<file path="config.mk">
export PLATFORM = sky130hd
export DESIGN_NAME = pll_prog_seq
export DESIGN_NICKNAME = d
export VERILOG_FILES = /design/src/rtl/pll_seq_pkg.sv /design/src/rtl/pll_div_table.sv /design/src/rtl/pll_field_merge.sv /design/src/rtl/pll_lock_timer.sv /design/src/rtl/pll_prog_seq.sv
export SDC_FILE = /design/constraint.sdc
export NUM_CORES = 1
export LEC_CHECK = 0
export ABC_AREA = 0
export CORE_UTILIZATION = 40
export DETAILED_ROUTE_END_ITERATION = 16
export DONT_BUFFER_PORTS = 1
export GPL_TIMING_DRIVEN = 0
export PLACE_DENSITY = 0.6
export RECOVER_POWER = 50
export SLEW_MARGIN = 25
export SYNTH_ARGS = -nofsm -noshare
export SYNTH_HDL_FRONTEND = slang
export SYNTH_SLANG_ARGS = --single-unit
</file>
<file path="constraint.sdc">
create_clock -name clk_i -period 1.8 [get_ports clk_i]
set_input_delay 0.09 -clock clk_i [delete_from_list [all_inputs] [get_ports clk_i]]
set_output_delay 0.09 -clock clk_i [all_outputs]
set_load 0.005 [all_outputs]
</file>
<file path="src/rtl/pll_seq_pkg.sv">
package pll_seq_pkg;

    localparam int RATE_W    = 3;
    localparam int NUM_RATES = 5;
    localparam int NUM_STEPS = 5;
    localparam int STEP_W    = $clog2(NUM_STEPS);
    localparam int LOCK_BIT  = 1;

    localparam logic [7:0] OFS_STATUS = 8'h04;
    localparam logic [7:0] OFS_GO     = 8'h08;
    localparam logic [7:0] OFS_CFG1   = 8'h0C;
    localparam logic [7:0] OFS_CFG2   = 8'h10;
    localparam logic [7:0] OFS_CFG3   = 8'h14;
    localparam logic [7:0] OFS_CFG4   = 8'h20;

    localparam int MUL_W  = 12;
    localparam int PDIV_W = 8;
    localparam int RSEL_W = 3;
    localparam int SDM_W  = 8;
    localparam int FRAC_W = 18;

    typedef struct packed {
        logic [MUL_W-1:0]  mul;
        logic [PDIV_W-1:0] pdiv;
        logic [RSEL_W-1:0] rsel;
        logic [SDM_W-1:0]  sdm;
        logic [FRAC_W-1:0] frac;
    } pll_div_t;

    typedef enum logic [2:0] {
        ST_IDLE,
        ST_RD_REQ,
        ST_RD_WAIT,
        ST_WR,
        ST_GO,
        ST_POLL_REQ,
        ST_POLL_WAIT
    } seq_state_e;

    // step order: 0 pre-divider, 1 range select, 2 multiplier, 3 fraction, 4 sigma-delta
    function automatic logic [7:0] step_addr(int s);
        case (s)
            0:       return OFS_CFG1;
            1:       return OFS_CFG2;
            2:       return OFS_CFG1;
            3:       return OFS_CFG4;
            default: return OFS_CFG3;
        endcase
    endfunction

    function automatic int step_lsb(int s);
        case (s)
            0:       return 1;
            1:       return 1;
            2:       return 9;
            3:       return 0;
            default: return 9;
        endcase
    endfunction

    function automatic int step_width(int s);
        case (s)
            0:       return PDIV_W;
            1:       return RSEL_W;
            2:       return MUL_W;
            3:       return FRAC_W;
            default: return SDM_W;
        endcase
    endfunction

    function automatic logic [31:0] step_value(pll_div_t d, int s);
        case (s)
            0:       return 32'(d.pdiv);
            1:       return 32'(d.rsel);
            2:       return 32'(d.mul);
            3:       return 32'(d.frac);
            default: return 32'(d.sdm);
        endcase
    endfunction

endpackage

</file>
<file path="src/rtl/pll_div_table.sv">
module pll_div_table
    import pll_seq_pkg::*;
(
    input  logic [RATE_W-1:0] rate_i,
    output pll_div_t          div_o,
    output logic              valid_o
);

    always_comb begin
        valid_o = 1'b1;
        div_o   = '0;
        case (rate_i)
            3'd0: div_o = '{mul: 12'd1250, pdiv: 8'd5,  rsel: 3'd4, sdm: 8'd20, frac: 18'd0};
            3'd1: div_o = '{mul: 12'd3125, pdiv: 8'd20, rsel: 3'd4, sdm: 8'd20, frac: 18'd0};
            3'd2: div_o = '{mul: 12'd1172, pdiv: 8'd8,  rsel: 3'd4, sdm: 8'd20, frac: 18'd65537};
            3'd3: div_o = '{mul: 12'd1250, pdiv: 8'd12, rsel: 3'd4, sdm: 8'd20, frac: 18'd0};
            3'd4: div_o = '{mul: 12'd3125, pdiv: 8'd47, rsel: 3'd4, sdm: 8'd20, frac: 18'd92843};
            default: valid_o = 1'b0;
        endcase
    end

endmodule

</file>
<file path="src/rtl/pll_field_merge.sv">
module pll_field_merge
    import pll_seq_pkg::*;
#(
    parameter int DATA_W = 32
) (
    input  logic [STEP_W-1:0] step_i,
    input  pll_div_t          div_i,
    input  logic [DATA_W-1:0] rd_i,
    output logic [7:0]        addr_o,
    output logic [DATA_W-1:0] merged_o
);

    logic [DATA_W-1:0] lane [NUM_STEPS];

    for (genvar gi = 0; gi < NUM_STEPS; gi++) begin : g_lane
        localparam int LSB = step_lsb(gi);
        localparam int W   = step_width(gi);
        logic [31:0]       ones;
        logic [DATA_W-1:0] fmask;
        logic [DATA_W-1:0] fval;
        assign ones     = (32'd1 << W) - 32'd1;
        assign fmask    = DATA_W'(ones << LSB);
        assign fval     = DATA_W'(step_value(div_i, gi) << LSB);
        assign lane[gi] = (rd_i & ~fmask) | (fval & fmask);
    end

    always_comb begin
        merged_o = rd_i;
        addr_o   = step_addr(NUM_STEPS - 1);
        for (int i = 0; i < NUM_STEPS; i++) begin
            if (step_i == STEP_W'(i)) begin
                merged_o = lane[i];
                addr_o   = step_addr(i);
            end
        end
    end

endmodule

</file>
<file path="src/rtl/pll_lock_timer.sv">
module pll_lock_timer #(
    parameter int LIMIT = 1000
) (
    input  logic clk_i,
    input  logic rst_ni,
    input  logic clear_i,
    output logic expired_o
);

    localparam int CW = $clog2(LIMIT + 2);
    localparam logic [CW-1:0] CNT_MAX = {CW{1'b1}};

    logic [CW-1:0] cnt_d, cnt_q;

    always_comb begin
        cnt_d = cnt_q;
        if (clear_i) begin
            cnt_d = '0;
        end else if (cnt_q != CNT_MAX) begin
            cnt_d = cnt_q + 1'b1;
        end
    end

    always_ff @(posedge clk_i) begin
        if (!rst_ni) begin
            cnt_q <= '0;
        end else begin
            cnt_q <= cnt_d;
        end
    end

    assign expired_o = (cnt_q >= CW'(LIMIT));

endmodule

</file>
<file path="src/rtl/pll_prog_seq.sv">
module pll_prog_seq
    import pll_seq_pkg::*;
#(
    parameter int CLK_HZ          = 250_000_000,
    parameter int LOCK_TIMEOUT_MS = 20,
    parameter int DATA_W          = 32
) (
    input  logic              clk_i,
    input  logic              rst_ni,
    input  logic              start_i,
    input  logic [RATE_W-1:0] rate_i,
    output logic              busy_o,
    output logic              done_o,
    output logic              locked_o,
    output logic              err_o,
    output logic              timeout_o,
    output logic              bus_req_o,
    output logic              bus_we_o,
    output logic [7:0]        bus_addr_o,
    output logic [DATA_W-1:0] bus_wdata_o,
    input  logic              bus_rvalid_i,
    input  logic [DATA_W-1:0] bus_rdata_i
);

    localparam int LOCK_WAIT_CYCLES = (CLK_HZ / 1000) * LOCK_TIMEOUT_MS;

    typedef struct packed {
        seq_state_e        state;
        logic [STEP_W-1:0] step;
        logic [RATE_W-1:0] rate;
        logic [DATA_W-1:0] wdata;
        logic              done;
        logic              locked;
        logic              err;
        logic              timeout;
    } seq_regs_t;

    seq_regs_t r_d, r_q;

    logic [RATE_W-1:0] lookup_rate;
    pll_div_t          div;
    logic              rate_ok;
    logic [7:0]        field_addr;
    logic [DATA_W-1:0] field_word;
    logic              wait_expired;

    assign lookup_rate = (r_q.state == ST_IDLE) ? rate_i : r_q.rate;

    pll_div_table i_table (
        .rate_i  (lookup_rate),
        .div_o   (div),
        .valid_o (rate_ok)
    );

    pll_field_merge #(.DATA_W(DATA_W)) i_merge (
        .step_i   (r_q.step),
        .div_i    (div),
        .rd_i     (bus_rdata_i),
        .addr_o   (field_addr),
        .merged_o (field_word)
    );

    pll_lock_timer #(.LIMIT(LOCK_WAIT_CYCLES)) i_timer (
        .clk_i     (clk_i),
        .rst_ni    (rst_ni),
        .clear_i   (r_q.state == ST_GO),
        .expired_o (wait_expired)
    );

    always_comb begin
        r_d      = r_q;
        r_d.done = 1'b0;
        case (r_q.state)
            ST_IDLE: begin
                if (start_i) begin
                    r_d.locked  = 1'b0;
                    r_d.err     = 1'b0;
                    r_d.timeout = 1'b0;
                    if (!rate_ok) begin
                        r_d.err  = 1'b1;
                        r_d.done = 1'b1;
                    end else begin
                        r_d.rate  = rate_i;
                        r_d.step  = '0;
                        r_d.state = ST_RD_REQ;
                    end
                end
            end
            ST_RD_REQ: r_d.state = ST_RD_WAIT;
            ST_RD_WAIT: begin
                if (bus_rvalid_i) begin
                    r_d.wdata = field_word;
                    r_d.state = ST_WR;
                end
            end
            ST_WR: begin
                if (r_q.step == STEP_W'(NUM_STEPS - 1)) begin
                    r_d.state = ST_GO;
                end else begin
                    r_d.step  = r_q.step + 1'b1;
                    r_d.state = ST_RD_REQ;
                end
            end
            ST_GO:       r_d.state = ST_POLL_REQ;
            ST_POLL_REQ: r_d.state = ST_POLL_WAIT;
            ST_POLL_WAIT: begin
                if (bus_rvalid_i) begin
                    if (bus_rdata_i[LOCK_BIT]) begin
                        r_d.locked = 1'b1;
                        r_d.done   = 1'b1;
                        r_d.state  = ST_IDLE;
                    end else if (wait_expired) begin
                        r_d.timeout = 1'b1;
                        r_d.done    = 1'b1;
                        r_d.state   = ST_IDLE;
                    end else begin
                        r_d.state = ST_POLL_REQ;
                    end
                end
            end
            default: r_d.state = ST_IDLE;
        endcase
    end

    always_ff @(posedge clk_i) begin
        if (!rst_ni) begin
            r_q <= '{state: ST_IDLE, default: '0};
        end else begin
            r_q <= r_d;
        end
    end

    always_comb begin
        bus_req_o   = 1'b0;
        bus_we_o    = 1'b0;
        bus_addr_o  = '0;
        bus_wdata_o = '0;
        case (r_q.state)
            ST_RD_REQ: begin
                bus_req_o  = 1'b1;
                bus_addr_o = field_addr;
            end
            ST_WR: begin
                bus_req_o   = 1'b1;
                bus_we_o    = 1'b1;
                bus_addr_o  = field_addr;
                bus_wdata_o = r_q.wdata;
            end
            ST_GO: begin
                bus_req_o   = 1'b1;
                bus_we_o    = 1'b1;
                bus_addr_o  = OFS_GO;
                bus_wdata_o = DATA_W'(1);
            end
            ST_POLL_REQ: begin
                bus_req_o  = 1'b1;
                bus_addr_o = OFS_STATUS;
            end
            default: ;
        endcase
    end

    assign busy_o    = (r_q.state != ST_IDLE);
    assign done_o    = r_q.done;
    assign locked_o  = r_q.locked;
    assign err_o     = r_q.err;
    assign timeout_o = r_q.timeout;

endmodule

</file>
==> flow_summary.ini <==
[route]
ant_nets = 0
firstDrtPassIters = 5
dr.first_iter.drc_count = 247
drc = 0
vias = 3954
avgRoutedWirePerCell_um = 16.93
drt-vias-per-instance = 5.561
routed_wl_um = 12040

[logic_synthesis]
netlist_area_um2 = 3901
synth.largest_area_cell = dfxtp_1
yosysTopAreaCellShare_pct = 34.89
synth_area_leaders = dfxtp_1, nand2_1, a21oi_1, and2_1, nor2_1
synth_edf_count = 0
synth-seq-cells = 68
synth_ff_type = dfxtp_1
synth-seq-area-share_pct = 34.89
ys_types = 65
synth_cells = 511
yosysWarnings = 0
avgSynthCellArea_um2 = 7.635
async_flop_share_pct = 0

[critical_path]
cp_data_arrival_time_ns = 1.70
critPathKind = flip-flop to output pin
start_kind = flip-flop
worstRegToRegCells = 6
worstPathMaxFanout = 6
cp-end-kind = output pin
reg2reg_to = i_timer.cnt_q[18]$_SDFFE_PP0P_
regToRegSetupSlack_ns = 0.05
timing.rr.start = i_timer.cnt_q[0]$_SDFFE_PP0P_
cp.required_ns = 1.71

[timing]
tightest_slew_ns = 0.6846
setup_violations = 0
finalClockSkew_ns = 0.008538
grt_setup_unrepaired = yes
relSlewSlack_pct = 53.88
finalHoldViolCount = 0
slew_violations = 0
period_needed_ns = 1.791
max_freq_mhz = 558.3
fin_crit_sh_pct = 99.50

[min_path]
hold_path.startpoint = bus_rvalid_i
hold_path.class = input pin to flip-flop
hold_end = done_o$_SDFF_PN0_
holdPathStages = 3

[placement]
placed_cells = 643
port_buffers = 0
place_congestion = 0.9473
hpwl_um = 8103

[global_route]
grt_pass1_wl_um = 18300
grt_max_degree = 11
busiest_layer = met2
antenna_found_initial = 1
gr-usage-all-layers_pct = 23.40
grt_util_met1_pct = 28.70
use_met3_pct = 5.895
overflow = 0
grt_pass1_vias = 3621
global_route.usage.met2_pct = 39.67

[finish]
layout_commonest_cell = nand2_1
final_cell_mix = nand2_1, dfxtp_1, a21oi_1, nor2_1, and2_1
nNetsFinal = 624
area_growth_pct = 31.40
final_cells = 711
drive_gt1_share_pct = 21.51
fill_cells = 872

[power]
pwr_density_cell_nw_per_um2 = 606.2
p_switching_mw = 0.8172
power_frac_clock_pct = 37.5
power_mw = 3.108
pwr-share-seq_pct = 50.2
p_comb_share_pct = 12.3
vdd_drop_max_mv = 0.3515
p_sw_share_pct = 26.30
p_leak_nw = 1.930
intPower_mw = 2.290

[cts]
root_buffer = clkbuf_8
h-tree-depth = 3
cts.sinks = 68
insertion_delay_ns = 0.35
numCtsBuffers = 9
clock_path_buffers = 2
tritoncts = yes
path_clk_slew_ns = 0.07

[flow_run]
maxCapViolCount = 0

[die]
io_pins = 86
core_um2 = 9328
floorplan.rows = 35
die_width_um = 100.8
die_h_um = 100.8
start_util_pct = 41.82
dieArea_um2 = 10150

[status]
status = finished clean
-- critical path, stage by stage (launching register included) --
cell and delay, ns:
dfxtp_4 0.38, inv_4 0.09, ha_4 0.15, buf_4 0.15, nand2b_4 0.09, a2111oi_4 0.31
o21a_1 0.19
-- routing by layer --
metal	vias up	routed length (um)
met5	-	0
met4	0	244
met3	21	772
met2	136	5923
met1	1870	5095
li1	1927	-
-- power groups by stage --
stage	logic, mW	clock network, mW	registers [mW]
5_1_grt	0.415	1.24	1.56
3_3_place_gp	0.282	0	1.59
3_5_place_dp	0.284	0	1.59
6_report	0.383	1.17	1.56
4_1_cts	0.357	1.19	1.56
2_1_floorplan	0.218	0	1.59
-- cell usage after synthesis (3+ instances only) --
library cell  instances
a21oi_1              49
ha_1                  7
nand2_1              68
inv_1                15
buf_4                 4
o211ai_1              5
clkbuf_1             22
o21a_1                3
or3_1                 4
dfxtp_1              68
nor3_2                3
a31oi_1              10
nor2b_1               3
nand3_1              21
a221oi_1              4
nor3_1               15
xnor2_1              12
mux2i_1               7
nand2b_1              5
a211oi_1              5
nand4_1               7
and3_1                8
o21ai_0              29
nor2_1               45
nor3b_1               3
and2_1               33
xor2_1                5
buf_2                 7
-- what timing repair did --
item / CTS / global route
hold buffers: 31 / 0
endpoints found under the hold margin: 35 / 0
setup buffers: 16 / 7
pin swaps: 9 / 12
resized for setup: 62 / 47
setup endpoints to repair: 85 / 82
-- through the flow --
stage	worst slack (ns)	hold WS (ns)	utilization (%)	setup TNS, ns	instance area (um^2)
finish	0.008984	0.03790	54.96	0	5126
global route	-0.02613	0.03463	54.93	-0.08644	5124
CTS	-0.01886	0.009489	52.74	-0.02493	4920
detailed placement	-0.5274	0.2339	43.68	-16.28	4074
global placement	-0.5231	0.2286	43.68	-15.18	4074
floorplan	0.01535	0.2244	-	0	3913
-- registers in the layout (all words and copies together) (netlist names) --
register	flops
r_q	41
done_o	1
i_timer.cnt_q	23
err_o	1
timeout_o	1
locked_o	1
-- area by class of cell --
class,count,area [um^2],area share (%)
sequential,68,1379,26.90
timing repair buffer,54,508.0,9.910
clock buffer,12,165.2,3.222
inverter,16,65.06,1.269
tap,129,161.4,3.149
antenna,1,2.502,0.04882
buffer,33,226.5,4.418
multi-input combinational,396,2609,50.89
clock inverter,2,10.01,0.1953
-- kinds of logic after synthesis --
logic type	share of synthesized area, %
compound gates	20.01
flops	34.89
xor+xnor	3.816
other cells	0.09612
mux	1.796
simple gates	31.72
fa+ha+maj	2.245
buf+inv	5.420
-- how the worst max path moves through the flow --
stage,start,end,slack [ns]
final,r_q[39]$_SDFFE_PN0P_,bus_addr_o[3],0.009
after global routing,r_q[39]$_SDFFE_PN0P_,bus_addr_o[3],-0.03
after global placement,r_q[41]$_SDFFE_PN0P_,r_q[9]$_SDFFE_PN0P_,-0.52
after floorplan,i_timer.cnt_q[0]$_SDFFE_PP0P_,i_timer.cnt_q[18]$_SDFFE_PP0P_,0.02
after CTS,r_q[39]$_SDFFE_PN0P_,bus_addr_o[3],-0.02
after detailed placement,r_q[41]$_SDFFE_PN0P_,r_q[9]$_SDFFE_PN0P_,-0.53
No activity file was read; power rests on OpenSTA's default activity.
